[src/rtl/vram_arb_pkg.sv]
package vram_arb_pkg;
  typedef enum logic {OWN_VIDEO = 1'b0, OWN_CPU = 1'b1} owner_e;
endpackage

[src/rtl/vram_phase_gen.sv]
module vram_phase_gen
  import vram_arb_pkg::*;
#(
  parameter int DIV = 8
) (
  input  logic   clk,
  input  logic   rst,
  output owner_e nxt_owner,
  output logic   nxt_tap,
  output logic   phi1,
  output logic   phi2
);
  localparam int CW   = $clog2(DIV);
  localparam int HALF = DIV / 2;
  localparam int TAP  = CW - 2;

  logic [CW-1:0] slot, slot_nx;

  always_comb begin
    slot_nx   = (slot == CW'(DIV - 1)) ? '0 : slot + 1'b1;
    nxt_owner = (slot_nx < CW'(HALF)) ? OWN_VIDEO : OWN_CPU;
    nxt_tap   = slot_nx[TAP];
  end

  always_ff @(posedge clk) begin
    if (rst) begin
      slot <= CW'(DIV - 1);
      phi1 <= 1'b0;
      phi2 <= 1'b0;
    end else begin
      slot <= slot_nx;
      phi1 <= (nxt_owner == OWN_VIDEO);
      phi2 <= (nxt_owner == OWN_CPU);
    end
  end

  a_r2_phases_exclusive: assert property (@(posedge clk) disable iff (rst)
    !(phi1 && phi2));
  a_r2_video_first: assert property (@(posedge clk) disable iff (rst)
    (slot == '0) |-> phi1);
endmodule

[src/rtl/vram_port_mux.sv]
module vram_port_mux
  import vram_arb_pkg::*;
#(
  parameter int AW = 12,
  parameter int DW = 8
) (
  input  logic          clk,
  input  logic          rst,
  input  owner_e        nxt_owner,
  input  logic [AW-1:0] cpu_addr,
  input  logic [DW-1:0] cpu_wdata,
  input  logic [AW-1:0] vid_addr,
  output logic [AW-1:0] ram_addr,
  output logic [DW-1:0] ram_wdata
);
  always_ff @(posedge clk) begin
    if (rst) begin
      ram_addr  <= '0;
      ram_wdata <= '0;
    end else begin
      ram_addr <= (nxt_owner == OWN_VIDEO) ? vid_addr : cpu_addr;
      if (nxt_owner == OWN_CPU) ram_wdata <= cpu_wdata;
    end
  end
endmodule

[src/rtl/vram_strobe_ctrl.sv]
module vram_strobe_ctrl
  import vram_arb_pkg::*;
#(
  parameter int DW = 8
) (
  input  logic          clk,
  input  logic          rst,
  input  owner_e        nxt_owner,
  input  logic          nxt_tap,
  input  logic          cpu_req,
  input  logic          cpu_wr,
  input  logic [DW-1:0] ram_rdata,
  output logic          ram_cs_n,
  output logic          ram_we_n,
  output logic          latch_stb,
  output logic [DW-1:0] char_q
);
  logic stb_nx, cs_nx_n, we_nx_n;

  always_comb begin
    stb_nx  = (nxt_owner == OWN_CPU) || nxt_tap;
    cs_nx_n = (nxt_owner == OWN_VIDEO) ? stb_nx : !cpu_req;
    we_nx_n = !((nxt_owner == OWN_CPU) && cpu_req && cpu_wr);
  end

  always_ff @(posedge clk) begin
    if (rst) begin
      ram_cs_n  <= 1'b1;
      ram_we_n  <= 1'b1;
      latch_stb <= 1'b1;
      char_q    <= '0;
    end else begin
      ram_cs_n  <= cs_nx_n;
      ram_we_n  <= we_nx_n;
      latch_stb <= stb_nx;
      if (stb_nx && !latch_stb) char_q <= ram_rdata;
    end
  end

  a_r7_write_needs_select: assert property (@(posedge clk) disable iff (rst)
    !ram_we_n |-> !ram_cs_n);
  a_r5_select_off_at_capture: assert property (@(posedge clk) disable iff (rst)
    $rose(latch_stb) |-> ram_cs_n);
  a_r8_char_hold: assert property (@(posedge clk) disable iff (rst)
    !$rose(latch_stb) |-> $stable(char_q));
endmodule

[src/rtl/vram_arbiter.sv]
module vram_arbiter
  import vram_arb_pkg::*;
#(
  parameter int DIV = 8,
  parameter int AW  = 12,
  parameter int DW  = 8
) (
  input  logic          clk,
  input  logic          rst,
  input  logic          cpu_req,
  input  logic          cpu_wr,
  input  logic [AW-1:0] cpu_addr,
  input  logic [DW-1:0] cpu_wdata,
  input  logic [AW-1:0] vid_addr,
  input  logic [DW-1:0] ram_rdata,
  output logic          phi1,
  output logic          phi2,
  output logic [AW-1:0] ram_addr,
  output logic [DW-1:0] ram_wdata,
  output logic          ram_cs_n,
  output logic          ram_we_n,
  output logic          latch_stb,
  output logic [DW-1:0] char_q
);
  owner_e nxt_owner;
  logic   nxt_tap;

  vram_phase_gen #(.DIV(DIV)) u_phase (
    .clk(clk), .rst(rst), .nxt_owner(nxt_owner), .nxt_tap(nxt_tap),
    .phi1(phi1), .phi2(phi2)
  );

  vram_port_mux #(.AW(AW), .DW(DW)) u_mux (
    .clk(clk), .rst(rst), .nxt_owner(nxt_owner),
    .cpu_addr(cpu_addr), .cpu_wdata(cpu_wdata), .vid_addr(vid_addr),
    .ram_addr(ram_addr), .ram_wdata(ram_wdata)
  );

  vram_strobe_ctrl #(.DW(DW)) u_ctrl (
    .clk(clk), .rst(rst), .nxt_owner(nxt_owner), .nxt_tap(nxt_tap),
    .cpu_req(cpu_req), .cpu_wr(cpu_wr), .ram_rdata(ram_rdata),
    .ram_cs_n(ram_cs_n), .ram_we_n(ram_we_n), .latch_stb(latch_stb),
    .char_q(char_q)
  );

  a_r4_strobe_high_in_cpu: assert property (@(posedge clk) disable iff (rst)
    phi2 |-> latch_stb);
  a_r7_no_write_in_video: assert property (@(posedge clk) disable iff (rst)
    phi1 |-> ram_we_n);
endmodule

[config.mk]
export PLATFORM = sky130hd
export DESIGN_NAME = vram_arbiter
export DESIGN_NICKNAME = d
export VERILOG_FILES = /design/src/rtl/vram_arb_pkg.sv /design/src/rtl/vram_phase_gen.sv /design/src/rtl/vram_port_mux.sv /design/src/rtl/vram_strobe_ctrl.sv /design/src/rtl/vram_arbiter.sv
export SDC_FILE = /design/constraint.sdc
export NUM_CORES = 1
export LEC_CHECK = 0
export ABC_CLOCK_PERIOD_IN_PS = 2750
export CAP_MARGIN = 25
export CORE_MARGIN = 2
export CORE_UTILIZATION = 40
export CTS_CLUSTER_SIZE = 28
export DETAILED_ROUTE_END_ITERATION = 16
export PLACE_DENSITY_LB_ADDON = 0.2
export SYNTH_ARGS = -nofsm -noshare
export SYNTH_HDL_FRONTEND = slang
export SYNTH_SLANG_ARGS = --single-unit
[constraint.sdc]
create_clock -name clk -period 2.75 [get_ports clk]
set_input_delay 0.275 -clock clk [delete_from_list [all_inputs] [get_ports clk]]
set_output_delay 0.275 -clock clk [all_outputs]
set_load 0.03 [all_outputs]
==> summary.md, run 1 <==
| Metric | Value |
|---|---|
| Outcome | finished, final reports clean |
| Top Ports | 77 |
| Die ar. | 3800 um^2 |
| Layout Nets | 244 |
| HP Start | u_phase.slot[0] |
| Die Y-Extent | 61.6 um |
| Fmax | 518 MHz |
| Vias in the first global route | 1082 |
| DR iter-0 viols | 43 |
| Post-cts hold buffer count | 0 |
| Mapped Area | 1330 um^2 |
| Final wirelength | 3000 um |
| Data required time of the worst path | 3.01 ns |
| Layout cells sized above 1 | 6.03% |
| Slew HR | 68.4% |
| DRC Markers | 0 |
| Dominant cells by area after synthesis | dfxtp_1 (54%), mux2i_1 (21%), nand2b_1 (7.5%), nor2_1 (5.9%), ha_1 (1.9%) |
| Most common cell after layout, fill and taps aside | clkdlybuf4s50_1 |
| TritonCTS Buffers | 5 |
| Slew Limit Fails | 0 |
| Arrival @ worst endpoint | 2.19 ns |
| RSZ-0062 raised after global routing | false |
| Max cap viols | 0 |
| P&R area growth vs syn | 63.0% |
| Most frequent cells in the layout | clkdlybuf4s50_1 (76), dfxtp_1 (36), mux2i_1 (28) |
| N_diodes | 0 |
| Post-Syn Nets | 167 |
| Largest net degree at the start of global routing | 44 |
| Hold Path Class | reg2reg |
| Drt pass-1 iters | 4 |
| Synthesis-stage register bit count | 36 |
| CTS clock-pin slew for the worst setup and hold paths | 0.10 ns |
| TritonCTS Sinks | 36 |
| Worst-Skew Late Latency | 0.33 ns |
| Slew @ Worst Pin | 0.473 ns |
| Routed WL per cell | 12.3 um |
| Core area | 3100 um^2 |
| DP HPWL | 2320 um |
| Total power | 1.63 mW |
| H-tree levels | 2 |
| Clk_skew | 0.00886 ns |
| Met2 WL post-DR | 1570 um |
| Initial antenna violation count | 0 |
| Detail Route met3 WL | 210 um |
| YS warnings | 0 |
| Max clock buf depth | 2 |
| R2R Path Start | u_phase.slot[0] |
| Leakage | 0.892 nW |
| Filler cell count | 247 |
| Hold Vio Cnt, Final | 0 |
| Crit Path Class | reg2reg |
| Rows | 20 |
| CP startpoint kind | flip-flop |
| Root Driver | clkbuf_4 |
| Tmin final | 1.93 ns |
| CTS tree | built |
| Post-CTS Setup Inserts | 0 |
| Seq/Total Area, Yosys | 54.3% |
| Syn Area/Cell | 11.0 um^2 |
| Via-per-instance ratio | 4.51 |
| Netlist cell types | 18 |
| Total global routing overflow | 0 |
| GRT Total Usage | 17.7% |
| Die Width | 61.6 um |
| Highest metal used | met4 |
| Mapped Cells | 121 |
| Initial core utilization | 42.8% |
| Final RePlAce weighted congestion | 0.680 |
| WL met1 | 1150 um |
| Worst Setup SP | u_phase.slot[0] |
| Design Area, Final | 2160 um^2 |
| Crit Path Max Fanout | 13 |
| First-pass GRT wire length | 4680 um |
| Placement Cell Area | 2100 um^2 |
| Post-cts resize count | 0 |
| I/O Buffers | 76 |
| Cell taking the most area after synthesis | dfxtp_1 |
| Power per cell area | 754 nW/um^2 |
| Final setup vio count | 0 |
| Vias post-DR | 1097 |
| Maximum VDD drop | 0.502 mV |
| Antenna Violating Nets Remaining | 0 |
| Setup TNS | 0 ns |
| Synth top area share | 54.3% |
| Final worst-path cycle share | 70.2% |
| Critical path endpoint category | flip-flop |
## metal layers
metal / GRT usage [%] / up-vias
met5: 0 / -
met3: 7.35 / 8
met1: 20.5 / 500
li1: - / 550
met4: 8.51 / 0
met2: 28.1 / 39
## worst max-delay path, stage by stage (launching register included)
cell,delay (ns)
dfxtp_1,0.33
ha_1,0.20
ha_1,0.58
o21ba_1,0.50
mux2i_1,0.25
## Yosys cell counts
cell      instances
a21o_1            1
clkbuf_1          1
buf_6             2
nand2b_1         16
buf_4             2
buf_2             3
inv_1             1
o21bai_1          1
nor2b_1           1
nand2_1           1
or2_2             2
nor2_1           21
mux2i_1          28
o21ba_1           1
nand4b_1          1
ha_1              2
dfxtp_1          36
or3_1             1
## final cells by class
class	instances	area, um^2	area share [%]
clock inverters	2	10.0	0.463
multi-input cells	76	547	25.3
inverters	1	3.75	0.174
well taps	44	55.1	2.54
flip-flops and latches	36	721	33.3
clock buffers	6	51.3	2.37
repair buffers	78	776	35.9
## flip-flops by register name, indices dropped and copies added, names as in the netlist
name              flops
u_ctrl.ram_cs_n       1
u_ctrl.ram_we_n       1
u_ctrl.latch_stb      1
u_mux.ram_addr       12
u_phase.phi2          1
u_phase.slot          3
u_ctrl.char_q         8
u_phase.phi1          1
u_mux.ram_wdata       8
## kinds of logic (layout without fill, tap and decap cells)
| family | Yosys count | in the layout | share of synthesized area, % |
|---|---|---|---|
| AOI/OAI and AO/OA | 3 | 3 | 1.89 |
| muxes | 28 | 28 | 21.1 |
| and+or+nand+nor | 43 | 43 | 16.3 |
| DFF | 36 | 36 | 54.3 |
| buffers and inverters | 9 | 87 | 4.52 |
| adders and majority gates | 2 | 2 | 1.88 |
## final timing paths
| kind | endpoint | slack, ns | cells after the start |
|---|---|---|---|
| max | u_ctrl.char_q[7] | 0.82 | 4 |
| min | u_phase.slot[0] | 0.45 | 1 |
| max reg2reg | u_ctrl.char_q[7] | 0.82 | 4 |
| min reg2reg | u_phase.slot[0] | 0.45 | 1 |
## per-stage QoR
stage	hold slack (ns)	std cells	setup slack [ns]	utilization (%)
3_3_place_gp	0.421	235	0.921	67.7
5_1_grt	0.450	243	0.664	69.7
2_1_floorplan	0.362	121	1.32	-
4_1_cts	0.457	243	0.817	69.7
6_report	0.449	243	0.821	69.7
3_5_place_dp	0.439	235	0.831	67.7
## report_power, final
part	total [mW]	switching (mW)	internal (mW)
Clock	0.285	0.164	0.122
Combinational	0.693	0.359	0.335
Sequential	0.651	0.0366	0.615
Power figures use the tool's default switching activity.
==> run 2: changes to the inputs <==
--- a/config.mk
+++ b/config.mk
@@ -5,10 +5,10 @@
 export SDC_FILE = /design/constraint.sdc
 export NUM_CORES = 1
 export LEC_CHECK = 0
-export ABC_CLOCK_PERIOD_IN_PS = 2750
+export ABC_CLOCK_PERIOD_IN_PS = 1750
 export CAP_MARGIN = 25
 export CORE_MARGIN = 2
-export CORE_UTILIZATION = 40
+export CORE_UTILIZATION = 33
 export CTS_CLUSTER_SIZE = 28
 export DETAILED_ROUTE_END_ITERATION = 16
 export PLACE_DENSITY_LB_ADDON = 0.2
==> constraint.sdc (replaced) <==
create_clock -name clk -period 1.75 [get_ports clk]
set_input_delay 0.175 -clock clk [delete_from_list [all_inputs] [get_ports clk]]
set_output_delay 0.175 -clock clk [all_outputs]
set_load 0.03 [all_outputs]
==> run 2 against run 1 <==
  * Combinational power rose by 63%
  * Clock power rose by 110%
  * Utilization fell by 13 points
  * First-iteration DRC count fell by 26%
  * Worst setup slack got worse by 0.60 ns
  * Design area rose by 3.0%
  * Via count fell by 0.64%
  * Critical path depth did not move
  * Sequential share of layout area fell by 0.95 points
  * Clock skew fell by 0.0062 ns
==> summary.md, run 2 (synthesis gave the netlist of run 1 again) <==
| Metric | Value |
|---|---|
| Drt pass-1 iters | 4 (unchanged) |
| Leakage | 0.908 nW (+1.7%) |
| Tmin final | 1.53 ns (-0.404 ns) |
| First-pass GRT wire length | 4530 um (-3.1%) |
| Max cap viols | 0 (unchanged) |
| Core area | 3940 um^2 (+27%) |
| Slew HR | 77.6% (+9.1 points) |
| Die Y-Extent | 67.4 um (+9.4%) |
| Arrival @ worst endpoint | 1.73 ns (-0.46 ns) |
| Antenna Violating Nets Remaining | 0 (unchanged) |
| Layout Nets | 246 (+0.82%) |
| Total power | 2.75 mW (+68%) |
| CP startpoint kind | flip-flop |
| Hold Vio Cnt, Final | 0 (unchanged) |
| Final setup vio count | 0 (unchanged) |
| Die Width | 67.4 um (+9.4%) |
| Post-cts hold buffer count | 0 (unchanged) |
| Final worst slack | 0.224 ns (-0.596 ns) |
| Post-CTS Setup Inserts | 0 (unchanged) |
| P&R area growth vs syn | 67.8% |
| CTS clock-pin slew for the worst setup and hold paths | 0.07 ns (-0.03 ns) |
| Via-per-instance ratio | 4.34 (-3.8%) |
| GRT Total Usage | 13.7% (-4.0 points) |
| Vias post-DR | 1090 (-0.64%) |
| Max clock buf depth | 2 (unchanged) |
| Routed WL per cell | 11.7 um (-5.2%) |
| Fmax | 655 MHz (+26%) |
| Filler cell count | 344 (+39%) |
| Most frequent cells in the layout | clkdlybuf4s50_1 (76), dfxtp_1 (36), mux2i_1 (28) |
| I/O Buffers | 76 (unchanged) |
| Layout cells sized above 1 | 6.47% (+0.44 points) |
| Crit Path Class | reg2reg |
| TritonCTS Sinks | 36 (unchanged) |
| N_diodes | 0 (unchanged) |
| Critical path endpoint category | flip-flop |
| Vias in the first global route | 1047 (-3.2%) |
| Final RePlAce weighted congestion | 0.632 (-7.1%) |
| Initial antenna violation count | 0 (unchanged) |
| DRC Markers | 0 (unchanged) |
| Total global routing overflow | 0 (unchanged) |
| Root Driver | clkbuf_8 |
| Rows | 23 (+15%) |
| Slew Limit Fails | 0 (unchanged) |
| CP bufs+invs | 0 (unchanged) |
| CP dominant cell by count | ha_1 |
| Final wirelength | 2930 um (-2.1%) |
| CTS tree | built |
| Hold Path Class | in2reg |
| Slew @ Worst Pin | 0.335 ns (-0.138 ns) |
| Top Ports | 77 (unchanged) |
| DR iter-0 viols | 32 (-26%) |
| Largest net degree at the start of global routing | 32 (-27%) |
| Setup WS pre-CTS | 0.0765 ns (-0.754 ns) |
| Crit path max-delay family | adder cells |
| Crit-path cells | ha_1, ha_1, o21ba_2, mux2i_1 |
| Die ar. | 4550 um^2 (+20%) |
| Setup TNS | 0 ns (unchanged) |
| Maximum VDD drop | 0.717 mV (+43%) |
| Worst-Skew Late Latency | 0.28 ns (-0.05 ns) |
| Largest regs | u_mux.ram_addr x12, u_ctrl.char_q x8, u_mux.ram_wdata x8 |
| Largest register FFs | 12 (unchanged) |
| Outcome | finished, final reports clean |
| Worst path max stage delay | 0.37 ns (-0.21 ns) |
| H-tree levels | 2 (unchanged) |
| Clk_skew | 0.00265 ns (-0.00621 ns) |
| CP max-delay cell | ha_1 |
| WHS | 0.408 ns (-0.0402 ns) |
| Final worst-path cycle share | 87.2% (+17 points) |
| Post-cts resize count | 0 (unchanged) |
| Power per cell area | 1230 nW/um^2 (+64%) |
| TritonCTS Buffers | 5 (unchanged) |
| Data required time of the worst path | 1.96 ns (-1.05 ns) |
| Most common cell after layout, fill and taps aside | clkdlybuf4s50_1 |
| Initial core utilization | 33.7% (-9.1 points) |
| Reg with most FFs | u_mux.ram_addr |
| Crit Path Max Fanout | 8 (-5) |
| RSZ-0062 raised after global routing | false |
| DP HPWL | 2270 um (-2.0%) |
==> run 2: layout make-up <==
type	instances	area, um^2	share of cell area (%)
Clock buffer	8	90.1	4.04
Inverter	1	3.75	0.169
Multi-Input combinational cell	76	547	24.6
Sequential cell	36	721	32.4
Tap cell	50	62.6	2.81
Timing Repair Buffer	80	803	36.1
==> run 2: worst paths after layout <==
check / from / to / slack [ns] / cells after the start
worst max register to register: u_phase.slot[0] / u_ctrl.char_q[1] / 0.22 / 4
worst min-delay path: cpu_wr / u_ctrl.ram_we_n / 0.41 / 2
worst min register to register: u_phase.slot[0] / u_phase.slot[0] / 0.47 / 1
worst max-delay path: u_phase.slot[0] / u_ctrl.char_q[1] / 0.22 / 4
==> run 2: report_power, final <==
group,internal (mW),switching (mW),total (mW)
logic,0.565,0.569,1.13
clock network,0.321,0.267,0.588
registers,0.967,0.0566,1.02
==> run 2: per-layer routing <==
metal / global-route usage (%) / wire (um) / vias up
li1: - / - / 551
met1: 14.1 / 1090 / 484
met2: 22.0 / 1430 / 49
met3: 8.00 / 355 / 6
met4: 6.89 / 55 / 0
met5: 0 / 0 / -
==> run 2: stage by stage <==
step                cell area (um^2)  utilization (%)  instances
finish                          2230             56.5        251
global route                    2230             56.5        251
CTS                             2230             56.5        251
detailed placement              2140             54.2        243
global placement                2140             54.2        243
floorplan                       1330                -        121
